<file path="src/rtl/rds_pkg.sv">
package rds_pkg;
  localparam int PAGE_BYTES = 4096;
  localparam int PAGE_BITS  = 12;
  localparam int CHUNK_W    = PAGE_BITS + 1;
  localparam int DWCNT_W    = PAGE_BITS - 1;
  localparam int MAX_CODE   = 5;
  localparam int MIN_BYTES  = 128;
endpackage

</file>
<file path="src/rtl/rds_size_decode.sv">
module rds_size_decode
  import rds_pkg::*;
(
  input  logic [2:0]         code,
  output logic [CHUNK_W-1:0] max_bytes
);
  logic [2:0] sel;

  always_comb begin
    sel       = (code > 3'(MAX_CODE)) ? 3'(MAX_CODE) : code;
    max_bytes = CHUNK_W'(MIN_BYTES) << sel;
  end
endmodule

</file>
<file path="src/rtl/rds_chunk_calc.sv">
module rds_chunk_calc
  import rds_pkg::*;
#(
  parameter int ADDR_W = 64,
  parameter int LEN_W  = 32
) (
  input  logic [ADDR_W-1:0]  cur_addr,
  input  logic [LEN_W-1:0]   remain,
  input  logic [2:0]         code,
  output logic [CHUNK_W-1:0] chunk,
  output logic [DWCNT_W-1:0] len_dw,
  output logic [3:0]         first_be,
  output logic [3:0]         last_be
);
  logic [CHUNK_W-1:0] max_bytes;
  logic [CHUNK_W-1:0] page_left;
  logic [CHUNK_W-1:0] size_left;
  logic [CHUNK_W-1:0] bound;
  logic [CHUNK_W:0]   span;
  logic [1:0]         start_off;
  logic [1:0]         end_off;
  logic [3:0]         head_mask;
  logic [3:0]         tail_mask;
  logic               rem_small;

  rds_size_decode u_size (
    .code      (code),
    .max_bytes (max_bytes)
  );

  always_comb begin
    start_off = cur_addr[1:0];
    page_left = CHUNK_W'(PAGE_BYTES) - {1'b0, cur_addr[PAGE_BITS-1:0]};
    size_left = max_bytes - CHUNK_W'(start_off);
    bound     = (page_left < size_left) ? page_left : size_left;
    rem_small = (remain < LEN_W'(bound));
    chunk     = rem_small ? remain[CHUNK_W-1:0] : bound;
    span      = (CHUNK_W+1)'(start_off) + {1'b0, chunk} + (CHUNK_W+1)'(3);
    len_dw    = span[CHUNK_W-1:2];
    end_off   = start_off + chunk[1:0] - 2'd1;
    head_mask = 4'b1111 << start_off;
    tail_mask = 4'b1111 >> (2'd3 - end_off);
    if (len_dw == DWCNT_W'(1)) begin
      first_be = head_mask & tail_mask;
      last_be  = 4'b0000;
    end else begin
      first_be = head_mask;
      last_be  = tail_mask;
    end
  end
endmodule

</file>
<file path="src/rtl/rd_req_splitter.sv">
module rd_req_splitter
  import rds_pkg::*;
#(
  parameter int ADDR_W = 64,
  parameter int LEN_W  = 32
) (
  input  logic               clk,
  input  logic               rst_n,
  input  logic               job_valid,
  output logic               job_ready,
  input  logic [ADDR_W-1:0]  job_addr,
  input  logic [LEN_W-1:0]   job_len,
  input  logic [2:0]         size_code,
  output logic               req_valid,
  input  logic               req_ready,
  output logic [ADDR_W-1:0]  req_addr,
  output logic [DWCNT_W-1:0] req_len_dw,
  output logic [3:0]         req_first_be,
  output logic [3:0]         req_last_be,
  output logic               req_wide
);
  logic              busy_q, busy_d;
  logic [ADDR_W-1:0] addr_q, addr_d;
  logic [LEN_W-1:0]  rem_q, rem_d;
  logic [2:0]        code_q, code_d;
  logic [CHUNK_W-1:0] chunk;
  logic              take_job, take_req;

  rds_chunk_calc #(.ADDR_W(ADDR_W), .LEN_W(LEN_W)) u_calc (
    .cur_addr (addr_q),
    .remain   (rem_q),
    .code     (code_q),
    .chunk    (chunk),
    .len_dw   (req_len_dw),
    .first_be (req_first_be),
    .last_be  (req_last_be)
  );

  assign job_ready = ~busy_q;
  assign req_valid = busy_q;
  assign req_addr  = {addr_q[ADDR_W-1:2], 2'b00};
  assign take_job  = job_valid & ~busy_q & (job_len != '0);
  assign take_req  = busy_q & req_ready;

  generate
    if (ADDR_W > 32) begin : g_wide
      assign req_wide = |addr_q[ADDR_W-1:32];
    end else begin : g_narrow
      assign req_wide = 1'b0;
    end
  endgenerate

  always_comb begin
    busy_d = busy_q;
    addr_d = addr_q;
    rem_d  = rem_q;
    code_d = code_q;
    if (take_job) begin
      busy_d = 1'b1;
      addr_d = job_addr;
      rem_d  = job_len;
      code_d = size_code;
    end else if (take_req) begin
      addr_d = addr_q + ADDR_W'(chunk);
      rem_d  = rem_q - LEN_W'(chunk);
      busy_d = (rem_q != LEN_W'(chunk));
    end
  end

  always_ff @(posedge clk or negedge rst_n) begin
    if (!rst_n) begin
      busy_q <= 1'b0;
      addr_q <= '0;
      rem_q  <= '0;
      code_q <= '0;
    end else begin
      busy_q <= busy_d;
      if (take_job || take_req) begin
        addr_q <= addr_d;
        rem_q  <= rem_d;
      end
      if (take_job) begin
        code_q <= code_d;
      end
    end
  end
endmodule

</file>
<file path="config.mk">
export PLATFORM = sky130hd
export DESIGN_NAME = rd_req_splitter
export DESIGN_NICKNAME = d
export VERILOG_FILES = /design/src/rtl/rds_pkg.sv /design/src/rtl/rds_size_decode.sv /design/src/rtl/rds_chunk_calc.sv /design/src/rtl/rd_req_splitter.sv
export SDC_FILE = /design/constraint.sdc
export NUM_CORES = 1
export LEC_CHECK = 0
export BUFFER_PORTS_ARGS = -buffer_cell sky130_fd_sc_hd__buf_2
export CELL_PAD_IN_SITES_DETAIL_PLACEMENT = 0
export CELL_PAD_IN_SITES_GLOBAL_PLACEMENT = 1
export CORE_MARGIN = 5
export CORE_UTILIZATION = 25
export DETAILED_ROUTE_END_ITERATION = 8
export GPL_TIMING_DRIVEN = 1
export PLACE_DENSITY_LB_ADDON = 0.12
export SLEW_MARGIN = 20
export SYNTH_ARGS = -nofsm -noshare
export SYNTH_HDL_FRONTEND = slang
export SYNTH_HIERARCHICAL = 1
export SYNTH_SLANG_ARGS = --single-unit
</file>
<file path="constraint.sdc">
create_clock -name clk -period 10.05 [get_ports clk]
set_input_delay 1.005 -clock clk [delete_from_list [all_inputs] [get_ports clk]]
set_output_delay 1.005 -clock clk [all_outputs]
set_load 0.1 [all_outputs]
</file>
==> results.py <==
metrics = {
    "grt": {
        "first_global_vias": 10600,
        "grt.total_usage_pct": 18.5,
        "grt_pass1_wl_mm": 65.8,
        "grt_max_degree": 77,
        "top_usage_layer": "met2",
        "gr-total-overflow": 0,
        "grtUsageMet1_pct": 27.0,
        "met2_usage_pct": 28.0,
        "antenna_found_initial": 2,
        "grtUsageMet3_pct": 2.66,
    },
    "synthesis": {
        "seq_area_frac_synth_pct": 24.2,
        "yosys.area_share.adder_pct": 7.42,
        "synth_compound_area_share_pct": 25.1,
        "synth.distinct_cells": 101,
        "netlist_instances": 1324,
        "synth-edff-count": 0,
        "synth_area_per_cell_um2": 7.82,
        "yosys.area_share.simple_pct": 27.6,
        "synth.yosys.warnings": 6,
        "yosys_most_used_dff": "dfrtp_1",
        "synth_top_family_by_area": "simple AND/OR/NAND/NOR gates",
        "synth.area.mux_share_pct": 1.44,
        "synth-seq-cells": 100,
        "synth_xor_area_share_pct": 4.81,
        "syn-cell-area_um2": 10300,
        "async_flop_share_pct": 100,
    },
    "route": {
        "wl_mm": 43.4,
        "firstDrtPassIters": 7,
        "vias": 10500,
        "drc": 0,
        "wire_per_inst_um": 22.0,
        "drt-vias-per-instance": 5.32,
        "drt_iter0_drc": 748,
        "ant_nets": 0,
    },
    "flow_run": {
        "cap_violations": 0,
    },
    "min_path": {
        "min_path_type": "reg -> reg",
        "holdPathStages": 1,
    },
    "die": {
        "die_w_um": 213,
        "dieArea_um2": 45600,
        "initial_core_util_pct": 25.3,
        "ios": 189,
        "coreArea_um2": 40900,
        "rows": 74,
        "die_h_um": 213,
    },
    "critical_path": {
        "r2r_cells": 33,
        "critPathCaptureType": "primary output",
        "cp_slowest_cell": "or4_4",
        "cp_common_cell": "ha_1",
        "crit_type": "reg -> out",
        "critPathLaunchType": "register",
        "cpPeakStageDelay_ns": 0.46,
        "path_max_fanout": 12,
        "crit_arrival_ns": 8.58,
        "crit_required_ns": 9.05,
    },
    "layout": {
        "layout_common_cells": "177 x buf_2, 146 x nand2_1, 100 x nor2_1",
        "drive_above_1_share_pct": 25.0,
        "mostFrequentLayoutCell": "buf_2",
        "areaGrowthSynthToFinish_pct": 19.1,
        "layout.nets": 1601,
        "postLayoutCoreUtil_pct": 30.1,
    },
    "sta": {
        "clock_skew_ns": 0.0114,
        "hold_slack_ns": 0.586,
        "tightest_slew_ns": 0.900,
        "relSlewSlack_pct": 40.0,
        "period_share_pct": 95.3,
        "slew_violations": 0,
        "fin_setup_tns_ns": 0,
        "fmax_mhz": 104,
        "fin_crit_ns": 9.58,
        "hold_viol_final": 0,
        "setup_viol": 0,
    },
    "placed_design": {
        "dpl.hpwl_mm": 33.1,
        "port_buffers": 186,
        "globalplace.congestion": 0.838,
    },
    "outcome": {
        "status": "finished clean",
    },
    "clock_tree": {
        "clk-insertion-delay-late_ns": 0.37,
        "cts_buffers": 9,
        "cts_tree": "yes",
        "clk_pin_slew_ns": 0.08,
        "h-tree-depth": 3,
        "clockBufferDepth": 2,
        "cts_hold_buf": 0,
        "cts_root_buffer": "clkbuf_16",
        "clock_sinks": 100,
    },
}
==> logic make-up after synthesis <==
group	Yosys count
buf+inv	179
mux	13
other cells	2
compound gates	362
simple gates	553
xor+xnor	56
fa+ha+maj	59
flops	100
==> what timing repair did <==
| item | 4_1_cts | 5_1_grt |
|---|---|---|
| endpoints found under the setup margin | 7 | 11 |
| gates resized for setup | 16 | 49 |
| pin swaps | 3 | 13 |
| setup buffers | 4 | 4 |
==> final cells by class <==
class,count,area [µm²]
timing repair buffer,228,1340
antenna,2,5.00
clock inverter,4,26.3
fill,4487,28600
multi-input combinational,1052,7370
inverter,48,180
tap,532,666
clock buffer,10,239
sequential,100,2500
==> worst max-delay path, delay by kind of cell, from the launching register on <==
family,cells,cell delay [ns]
xor gates and xnor gates,1,0.13
AOI/OAI and AO/OA,13,2.19
DFF,1,0.37
and+or+nand+nor,11,2.98
adders and majority gates,6,1.77
buffers and inverters,6,0.76
==> worst paths after layout <==
kind | start | endpoint | slack, ns
setup / recovery | addr_q[1] | req_first_be[1] | 0.47
hold / removal | addr_q[25] | addr_q[25] | 0.59
setup reg to reg | addr_q[1] | addr_q[63] | 1.20
hold reg to reg | addr_q[25] | addr_q[25] | 0.59
max in group asynchronous | rst_n | rem_q[26] | 8.09
min in group asynchronous | rst_n | addr_q[19] | 0.65
==> sequential cells by signal, summed over array words and instances (netlist names) <==
register	count
req_valid	1
code_q	3
addr_q	64
rem_q	32
==> metal layers <==
metal | vias to the layer above | share of wire (%)
met5 | - | 0
met4 | 0 | 2.7
met3 | 48 | 3.9
met2 | 270 | 45
met1 | 5100 | 49
li1 | 5086 | -
==> synth_stat cells (38+ instances only) <==
cell,instances,share of area (%)
nand3_1,67,3.2
inv_1,48,1.7
nor2_1,103,3.7
dfrtp_1,100,24
ha_1,55,6.6
buf_4,72,5.2
clkbuf_1,44,1.6
nand2_1,149,5.4
o21ai_0,86,4.2
nor3_1,38,1.8
xnor2_1,38,3.2
a21oi_1,63,3.0
==> stage by stage <==
stage / instance area (µm²) / setup WS [ns] / cells
CTS: 12100 / 0.0106 / 1970
floorplan: 10600 / 0.116 / 1331
finish: 12300 / 0.468 / 1976
global route: 12300 / -0.0128 / 1976
global placement: 11700 / 0.0438 / 1952
detailed placement: 11700 / 0.0245 / 1952
Power is not shown: default switching activity piles up to over one toggle a cycle in this logic, so the estimate is an artifact.
